## config.mk

```make
export PLATFORM = sky130hd
export DESIGN_NAME = icache_seg
export DESIGN_NICKNAME = d
export VERILOG_FILES = /design/src/rtl/icache_pkg.sv /design/src/rtl/icache_lru.sv /design/src/rtl/icache_tags.sv /design/src/rtl/icache_dram.sv /design/src/rtl/icache_seg.sv
export SDC_FILE = /design/constraint.sdc
export NUM_CORES = 2
export LEC_CHECK = 0
export BUFFER_PORTS_ARGS = -buffer_cell sky130_fd_sc_hd__buf_2
export CAP_MARGIN = 20
export CORE_MARGIN = 2
export CORE_UTILIZATION = 57
export DETAILED_ROUTE_END_ITERATION = 8
export GPL_ROUTABILITY_DRIVEN = 0
export PLACE_DENSITY = 0.76
export SLEW_MARGIN = 20
export SYNTH_ARGS = -nofsm -noshare
export SYNTH_HDL_FRONTEND = slang
export SYNTH_HIERARCHICAL = 1
export SYNTH_MEMORY_MAX_BITS = 65536
export SYNTH_SLANG_ARGS = --single-unit
```

## constraint.sdc

```tcl
create_clock -name clk -period 5.1 [get_ports clk]
set_clock_uncertainty 0.15 [all_clocks]
set_input_delay 0.255 -clock clk [delete_from_list [all_inputs] [get_ports clk]]
set_output_delay 0.255 -clock clk [all_outputs]
set_load 0.02 [all_outputs]
```

## src/rtl/icache_pkg.sv

```systemverilog
package icache_pkg;
  typedef enum logic {
    ST_IDLE = 1'b0,
    ST_FILL = 1'b1
  } ic_state_t;
endpackage

```

## src/rtl/icache_lru.sv

```systemverilog
// Age-based LRU tracker: age 0 is most recent, SEGS-1 is oldest.
module icache_lru #(
  parameter int SEGS  = 4,
  parameter int SEG_W = $clog2(SEGS)
) (
  input  logic             clk,
  input  logic             rst,
  input  logic             touch_en,
  input  logic [SEG_W-1:0] touch_seg,
  input  logic [SEGS-1:0]  freeze,
  output logic [SEG_W-1:0] victim_seg,
  output logic             victim_ok
);
  logic [SEG_W-1:0] age [SEGS];

  always_ff @(posedge clk) begin
    if (rst) begin
      for (int i = 0; i < SEGS; i++) age[i] <= SEG_W'(SEGS - 1 - i);
    end else if (touch_en) begin
      for (int i = 0; i < SEGS; i++) begin
        if (SEG_W'(i) == touch_seg)   age[i] <= '0;
        else if (age[i] < age[touch_seg]) age[i] <= age[i] + 1'b1;
      end
    end
  end

  always_comb begin
    victim_seg = '0;
    victim_ok  = 1'b0;
    for (int i = 0; i < SEGS; i++) begin
      if (!freeze[i] && (!victim_ok || age[i] > age[victim_seg])) begin
        victim_seg = SEG_W'(i);
        victim_ok  = 1'b1;
      end
    end
  end
endmodule

```

## src/rtl/icache_tags.sv

```systemverilog
// Per-segment tag, ownership flag and per-word valid bits.
module icache_tags #(
  parameter int SEGS      = 4,
  parameter int SEG_WORDS = 32,
  parameter int TAG_W     = 19,
  parameter int SEG_W     = $clog2(SEGS),
  parameter int OFF_W     = $clog2(SEG_WORDS)
) (
  input  logic             clk,
  input  logic             rst,
  input  logic             flush,
  input  logic [TAG_W-1:0] lk_tag,
  input  logic [OFF_W-1:0] lk_off,
  output logic [SEGS-1:0]  tag_hit,
  output logic [SEGS-1:0]  word_hit,
  input  logic             wr_en,
  input  logic             wr_new,
  input  logic [SEG_W-1:0] wr_seg,
  input  logic [TAG_W-1:0] wr_tag,
  input  logic [OFF_W-1:0] wr_off
);
  logic [TAG_W-1:0]     tag_q [SEGS];
  logic [SEGS-1:0]      own_q;
  logic [SEG_WORDS-1:0] vb_q  [SEGS];

  genvar g;
  generate
    for (g = 0; g < SEGS; g++) begin : g_seg
      assign tag_hit[g]  = own_q[g] && (tag_q[g] == lk_tag);
      assign word_hit[g] = tag_hit[g] && vb_q[g][lk_off];

      always_ff @(posedge clk) begin
        if (rst) begin
          tag_q[g] <= '0;
          own_q[g] <= 1'b0;
          vb_q[g]  <= '0;
        end else begin
          if (wr_en && wr_seg == SEG_W'(g)) tag_q[g] <= wr_tag;
          if (flush) begin
            own_q[g] <= 1'b0;
            vb_q[g]  <= '0;
          end else if (wr_en && wr_seg == SEG_W'(g)) begin
            own_q[g] <= 1'b1;
            if (wr_new) vb_q[g] <= SEG_WORDS'(1) << wr_off;
            else        vb_q[g] <= vb_q[g] | (SEG_WORDS'(1) << wr_off);
          end
        end
      end
    end
  endgenerate
endmodule

```

## src/rtl/icache_dram.sv

```systemverilog
// Simple dual-port word store, registered read, no reset (block RAM style).
module icache_dram #(
  parameter int DATA_W = 32,
  parameter int DEPTH  = 128,
  parameter int IDX_W  = $clog2(DEPTH)
) (
  input  logic              clk,
  input  logic              we,
  input  logic [IDX_W-1:0]  wa,
  input  logic [DATA_W-1:0] wd,
  input  logic              re,
  input  logic [IDX_W-1:0]  ra,
  output logic [DATA_W-1:0] rq
);
  logic [DATA_W-1:0] mem [DEPTH];

  always_ff @(posedge clk) begin
    if (we) mem[wa] <= wd;
    if (re) rq <= mem[ra];
  end
endmodule

```

## src/rtl/icache_seg.sv

```systemverilog
module icache_seg #(
  parameter int                ADDR_W    = 24,
  parameter int                DATA_W    = 32,
  parameter int                SEGS      = 4,
  parameter int                SEG_WORDS = 32,
  parameter logic [ADDR_W-1:0] INT_LIMIT = 'h1000
) (
  input  logic              clk,
  input  logic              rst,
  input  logic              flush,
  input  logic [SEGS-1:0]   freeze,
  input  logic              fetch_req,
  input  logic [ADDR_W-1:0] fetch_addr,
  output logic              busy,
  output logic              fetch_valid,
  output logic              fetch_hit,
  output logic              fetch_int,
  output logic [DATA_W-1:0] fetch_data,
  output logic              ext_req,
  output logic [ADDR_W-1:0] ext_addr,
  input  logic              ext_ack,
  input  logic [DATA_W-1:0] ext_rdata
);
  import icache_pkg::*;

  localparam int SEG_W = $clog2(SEGS);
  localparam int OFF_W = $clog2(SEG_WORDS);
  localparam int TAG_W = ADDR_W - OFF_W;
  localparam int IDX_W = SEG_W + OFF_W;
  localparam int DEPTH = SEGS * SEG_WORDS;

  ic_state_t         state_q;
  logic [SEG_W-1:0]  mseg_q;
  logic              malloc_q, mnew_q;
  logic              valid_q, hit_q, int_q;
  logic [DATA_W-1:0] fill_q, ram_q;

  logic [TAG_W-1:0]  req_tag, ext_tag;
  logic [OFF_W-1:0]  req_off, ext_off;
  logic [SEGS-1:0]   tag_hit, word_hit;
  logic [SEG_W-1:0]  hit_seg, tag_seg, victim_seg;
  logic              victim_ok, accept, is_int, do_hit, do_miss, fill_done, fill_wr;

  assign req_tag   = fetch_addr[ADDR_W-1:OFF_W];
  assign req_off   = fetch_addr[OFF_W-1:0];
  assign ext_tag   = ext_addr[ADDR_W-1:OFF_W];
  assign ext_off   = ext_addr[OFF_W-1:0];

  assign accept    = fetch_req && (state_q == ST_IDLE);
  assign is_int    = fetch_addr < INT_LIMIT;
  assign do_hit    = accept && !is_int && (|word_hit);
  assign do_miss   = accept && !is_int && !(|word_hit);
  assign fill_done = (state_q == ST_FILL) && ext_ack;
  assign fill_wr   = fill_done && malloc_q && !freeze[mseg_q];

  always_comb begin
    hit_seg = '0;
    tag_seg = '0;
    for (int i = 0; i < SEGS; i++) begin
      if (word_hit[i]) hit_seg = SEG_W'(i);
      if (tag_hit[i])  tag_seg = SEG_W'(i);
    end
  end

  icache_tags #(.SEGS(SEGS), .SEG_WORDS(SEG_WORDS), .TAG_W(TAG_W)) u_tags (
    .clk(clk), .rst(rst), .flush(flush),
    .lk_tag(req_tag), .lk_off(req_off),
    .tag_hit(tag_hit), .word_hit(word_hit),
    .wr_en(fill_wr), .wr_new(mnew_q), .wr_seg(mseg_q),
    .wr_tag(ext_tag), .wr_off(ext_off)
  );

  icache_lru #(.SEGS(SEGS)) u_lru (
    .clk(clk), .rst(rst),
    .touch_en(do_hit || fill_wr),
    .touch_seg(do_hit ? hit_seg : mseg_q),
    .freeze(freeze),
    .victim_seg(victim_seg), .victim_ok(victim_ok)
  );

  icache_dram #(.DATA_W(DATA_W), .DEPTH(DEPTH)) u_ram (
    .clk(clk),
    .we(fill_wr), .wa({mseg_q, ext_off}), .wd(ext_rdata),
    .re(do_hit), .ra({hit_seg, req_off}), .rq(ram_q)
  );

  always_ff @(posedge clk) begin
    if (rst) begin
      state_q  <= ST_IDLE;
      ext_req  <= 1'b0;
      ext_addr <= '0;
      mseg_q   <= '0;
      malloc_q <= 1'b0;
      mnew_q   <= 1'b0;
      valid_q  <= 1'b0;
      hit_q    <= 1'b0;
      int_q    <= 1'b0;
      fill_q   <= '0;
    end else begin
      valid_q <= 1'b0;
      int_q   <= 1'b0;
      if (accept && is_int) int_q <= 1'b1;
      if (do_hit) begin
        valid_q <= 1'b1;
        hit_q   <= 1'b1;
      end
      if (do_miss) begin
        state_q  <= ST_FILL;
        ext_req  <= 1'b1;
        ext_addr <= fetch_addr;
        if (|tag_hit) begin
          mseg_q   <= tag_seg;
          malloc_q <= !freeze[tag_seg];
          mnew_q   <= 1'b0;
        end else begin
          mseg_q   <= victim_seg;
          malloc_q <= victim_ok;
          mnew_q   <= 1'b1;
        end
      end
      if (fill_done) begin
        state_q <= ST_IDLE;
        ext_req <= 1'b0;
        valid_q <= 1'b1;
        hit_q   <= 1'b0;
        fill_q  <= ext_rdata;
      end
    end
  end

  assign busy        = (state_q == ST_FILL);
  assign fetch_valid = valid_q;
  assign fetch_hit   = valid_q && hit_q;
  assign fetch_int   = int_q;
  assign fetch_data  = hit_q ? ram_q : fill_q;
endmodule

```

# [Word-level counts from Yosys, hierarchy flattened]
# Memories as Yosys holds them, arrays and structs flattened. A register that Yosys moved wholly into a read port is not among the register bits.
# Cells that the tools add are included.
[totals] register_bits=68 mem_bits_rw=4308 memories=4
[mem_list] memory="u_ram.mem" words=128 width=32 rd=1 rd_ports_with_merged_regs=1 write_ports=1 line="icache_dram.sv:15" text="logic [DATA_W-1:0] mem [DEPTH];"
[mem_list] memory="u_tags.vb_q" words=4 width=32 rd=4 rd_ports_with_merged_regs=0 write_ports=4 line="icache_tags.sv:24" text="logic [SEG_WORDS-1:0] vb_q [SEGS];"
[mem_list] memory="u_tags.tag_q" words=4 width=19 rd=4 rd_ports_with_merged_regs=0 write_ports=4 line="icache_tags.sv:22" text="logic [TAG_W-1:0] tag_q [SEGS];"
[mem_list] memory="u_lru.age" words=4 width=2 rd=7 rd_ports_with_merged_regs=0 write_ports=4 line="icache_lru.sv:14" text="logic [SEG_W-1:0] age [SEGS];"
[op_classes] add_sub_neg=4 n_lt_le_gt_ge=11 n_eq_ne=10 shift=1 muxes=146 bitwise_logic=29 reduce_logical=43
[ops] op="32-bit two-way mux" count=13
[ops] op="32-bit OR" count=4
[ops] op="1-bit two-way mux" count=107
[ops] op="19-bit == test" count=4
[ops] op="19-bit two-way mux" count=4
[ops] op="2-bit two-way mux" count=16
[ops] op="1-bit by 5-bit << shifter with 32-bit output (first input constant)" count=1
[ops] op="1-bit logical AND" count=24
[ops] op="24-bit by 13-bit less-than comparator with 1-bit output (second input constant)" count=1
[ops] op="1-bit OR" count=24
[ops] op="1-bit binary-select mux with 5-bit select" count=4
[ops] op="1-bit logical NOT" count=9
[ops] op="2-bit by 1-bit adder with 2-bit output (second input constant)" count=4
[ops] op="2-bit less-than comparator" count=4
[ops] op="4-bit OR reduction" count=2
[ops] op="2-bit > comparator" count=3
[ops] op="2-bit by 3-bit less-than comparator with 1-bit output (second input constant)" count=2
[ops] op="5-bit by 6-bit less-than comparator with 1-bit output (second input constant)" count=1
[ops] op="1-bit binary-select mux with 2-bit select" count=2
[ops] op="2-bit == test (first input constant)" count=2
[ops] op="2-bit == test (second input constant)" count=2
[ops] op="2-bit logical NOT" count=2
[ops] op="1-bit logical OR" count=4
[ops] op="2-bit OR reduction" count=2
[ops] op="3 further kinds" count=3

# [Longest topological paths before layout]
# An unclocked memory read counts as a cell.
[depth] depth_word=16 mapped_depth=19 mapped_depth_nobuf=19

# [Hierarchy]
# Netlist, hierarchy kept.
[by_module_without_submodules] mod="icache_dram" instances=1 cells_per_inst=5990 area_each_um2=156596.4
[by_module_without_submodules] mod="icache_tags" instances=1 cells_per_inst=905 area_each_um2=10820.4
[by_module_without_submodules] mod="icache_seg" instances=1 cells_per_inst=341 area_each_um2=2856.5
[by_module_without_submodules] mod="icache_lru" instances=1 cells_per_inst=104 area_each_um2=924.6

# [Worst setup path before layout]
# Ideal clock, no wire load.
[synth_timing] path_type="register to register" startpoint="register mseg_q[0]" endpoint="memory u_ram.mem[98][0], enable pin" setup_ns=0.461 t_arrival_ns=4.232 t_required_ns=4.489 slack_ns=0.257 path_stages_with_launch=6 path_buffers=1 period_less_slack_ns=4.843 cell_sequence="dfxtp_1 > mux4_2 > nor2_1 > clkbuf_1 > nand4_1 > nor3_1"
[synth_between] elab_chain_cells=6
[synth_rtl] item="from (decl)" line="icache_seg.sv:33" text="logic [SEG_W-1:0] mseg_q;"
[synth_rtl] item="from (signal assigned)" line="icache_seg.sv:112" text="mseg_q <= tag_seg;"
[synth_rtl] item="from (signal assigned)" line="icache_seg.sv:116" text="mseg_q <= victim_seg;"
[synth_rtl] item="1-bit binary-select mux with 2-bit select" line="icache_seg.sv:54" text="assign fill_wr = fill_done && malloc_q && !freeze[mseg_q];"
[synth_rtl] item="1-bit two-way mux (implied by the code)" line="icache_seg.sv:54"
[synth_rtl] item="1-bit logical NOT" line="icache_seg.sv:54"
[synth_rtl] item="1-bit logical AND" line="icache_seg.sv:54"
[synth_rtl] item="via fill_wr" line="icache_seg.sv:42" text="logic victim_ok, accept, is_int, do_hit, do_miss, fill_done, fill_wr;"
[synth_rtl] item="1-bit two-way mux" line="icache_dram.sv:18" text="if (we) mem[wa] <= wd;"
[synth_rtl] item="1-bit two-way mux (implied by the code)" line="icache_dram.sv:18"
[synth_rtl] item="to (decl)" line="icache_dram.sv:15"
# The timed path passes the listed nets, and every way through them passes these cells. The select of a mux whose other input is x is not followed.

==> flow_summary.toml <==
[grt]
grt_max_degree = 141
antenna_found_initial = 45
grt_pass1_wl_um = 681100
grt_pass1_vias = 87830
grt-ovfl-total = 0
grt_use_total = 0.3197

[floorplanning]
core_mm2 = 0.2993
start_util = 0.5720
die_h_um = 552.0
rows = 201
die_w_um = 552.0
io_pins = 126
dieArea_mm2 = 0.3047

[detailed_routing]
ant_nets = 0
dr.pass1.iters = 6
drt-total-wl_um = 486500
drtIter0Drc = 15500
viasPerCell = 7.075
num_vias = 86800
avgRoutedWirePerCell_um = 39.65
drc = 0

[setup_path]
end_kind = "flip-flop"
crit_end = "ext_addr[11]"
max_stage_delay_ps = 780
critPathSlowestCell = "a311oi_4"
critPathBufInv = 4
path_cells = "xor2_1 > nor4_1 > nand3_1 > nor3_2 > buf_4 > and2_1 > or4_4 > a311oi_4 > buf_4 > nand2_1 > dlygate4sd3_1 > a21oi_1 > dlygate4sd3_1"
rr_startpoint = "u_tags/tag_q[3][6]"
r2r_end = "ext_addr[11]"
reg2reg_depth = 13
r2r_slack_ps = 350
arrival_ps = 5480
critPathKind = "flip-flop to flip-flop"
critPathLaunchType = "flip-flop"
startpoint = "u_tags/tag_q[3][6]"
path_max_fanout = 15
required_ps = 5830
crit_cells = 13
critical-path-top-delay-family = "buffers and inverters"

[clock_tree]
cts_tree = "done"
cts_max_path_buffers = 4
cts_resized = 0
clock_latency_ps = 1010
numClockSinks = 4408
ctsRootBufferMaster = "clkbuf_16"
path_clk_slew_ps = 70
cts_buffers = 422
ctsHtreeMaxLevel = 5

[min_path]
worstHoldPathType = "input port to flip-flop"

[sta]
tightest_slew_ps = 1155
period_share = 0.9312
slew_violations = 0
fin_crit_ps = 4749
rsz0062_at_grt = "no"
maxSlewHeadroom = 0.2298
fin_tns_setup_ps = 0
holdWs_ps = 79.87
setup_violations = 0
hold_viol = 0
clock.fmax_ghz = 0.2106

[synthesis]
yosys.area.top_type = "edfxtp_1"
synth_top_area_frac = 0.7613
syn-instance-count = 7340
ys_ff_latch = 4408
netlist_area_mm2 = 0.1712
synth_area_per_cell_um2 = 23.32
synth_warnings = 6
syn-num-nets = 7415
synthArstFlopShare = 0
synth-edff-count = 4340
ys_seq_area_frac = 0.7692
synth_ff_type = "edfxtp_1"
synth.distinct_cells = 66
yosys-top-cells-area = "edfxtp_1 (76%), mux4_2 (18%), dfxtp_1 (0.80%)"

[pwr]
peakVddDrop_mv = 0.3260
power_leakage_nw = 60.46
power.density_mw_per_mm2 = 390.9
power_mw = 75.93

[placed_design]
dp_cells = 11320
io_buffer_count = 125
hpwl_um = 250300

[finish]
area_growth_pct = 13.46
final_layout_size_suffix_gt1_frac = 0.3212
layout_commonest_cell = "edfxtp_1"
fin_util = 0.6490
num-nets-final = 7977
fin_cells = 12270
final_cell_mix = "edfxtp_1 (4340), mux4_2 (1347), clkbuf_16 (424), buf_4 (280), nand2_1 (186)"

[outcome]
status = "finished, final reports clean"

[job]
max_cap_viol_count = 0
-- synthesized netlist by cell type (10+ instances only) --
library cell     n
a21oi_1        164
a21oi_2         43
a22oi_1         24
and2_1          83
buf_1           52
buf_2           91
buf_6           14
clkbuf_1       222
dfxtp_1         68
edfxtp_1      4340
ha_1            10
inv_1           16
mux2_2          66
mux2i_1         65
mux4_2        1347
nand2_1        188
nand2b_1       139
nand3_1         33
nand4_1         19
nor2_1         137
nor2b_1         21
nor3_1          14
nor4_1          18
o21ai_0         11
xnor2_1         28
xor2_1          48
-- flip-flops by register name (all words and copies together) (netlist names), 2 cells and up --
register	flops
u_tags/own_q	4
ext_addr	24
u_tags/tag_q	76
fill_q	32
mseg_q	2
u_ram/mem	4096
u_tags/vb_q	128
u_lru/age	8
u_ram/rq	32
-- worst reg2reg max path: cells and delay by family, from the launching register on --
family / cells / cell delay [ps]
simple gates: 6 / 1140
xor+xnor: 1 / 380
buf+inv: 4 / 1670
flops: 1 / 400
compound gates: 2 / 960
-- area by class of cell --
type | count | area [µm²]
diodes | 48 | 120.1
multi-input cells | 2523 | 38690
repair buffers | 530 | 4636
clock buffers | 501 | 10940
flip-flops and latches | 4408 | 131700
inverters | 17 | 63.81
fillers | 17950 | 105000
well taps | 3958 | 4952
clock inverters | 284 | 3141
-- repair_timing --
| action | 4_1_cts | 5_1_grt |
|---|---|---|
| hold buffers | 113 | 0 |
| endpoints found under the hold margin | 2034 | 0 |
| setup buffers | 0 | 0 |
-- through the flow --
stage	worst slack (ps)	cell area (µm²)
2_1_floorplan	257.5	171200
3_3_place_gp	394.2	178800
3_5_place_dp	503.1	178800
4_1_cts	516.9	194100
5_1_grt	249.7	194200
6_report	350.7	194200
-- where the power goes --
| group | internal [mW] | switching [mW] |
|---|---|---|
| Combinational | 1.48 | 2.47 |
| Clock | 18.1 | 13.9 |
| Sequential | 39.9 | 0.0868 |
| Total | 59.4 | 16.5 |
-- metal layers --
layer	track usage	up-vias	share of wire
met2	0.4988	7725	0.47
met1	0.4268	45440	0.33
li1	-	32380	-
met4	0.1387	20	0.053
met3	0.09101	1237	0.14
met5	0	-	0.00071
-- worst min-delay path by stage --
stage,slack [ps],to,startpoint,cells after the start
global route,80,u_ram/mem[82][17],ext_rdata[17],2
global placement,290,fill_q[30],fill_q[30],2
finish,80,u_ram/mem[82][17],ext_rdata[17],2
detailed placement,300,fill_q[10],fill_q[10],2
floorplan,200,u_ram/mem[0][0],ext_rdata[0],0
CTS,30,u_ram/mem[80][17],ext_rdata[17],2
-- logic make-up (layout without fill, tap and decap cells) --
group,Yosys count,count (layout),synth area share
AOI/OAI and AO/OA,272,272,0.009940
and+or+nand+nor,687,687,0.02043
muxes,1478,1478,0.1853
adders and majority gates,10,10,0.0007308
other,0,48,0
xor gates and xnor gates,76,76,0.003888
buffers and inverters,409,1332,0.01046
DFF,4408,4408,0.7692
(Power assumes the default switching activity.)
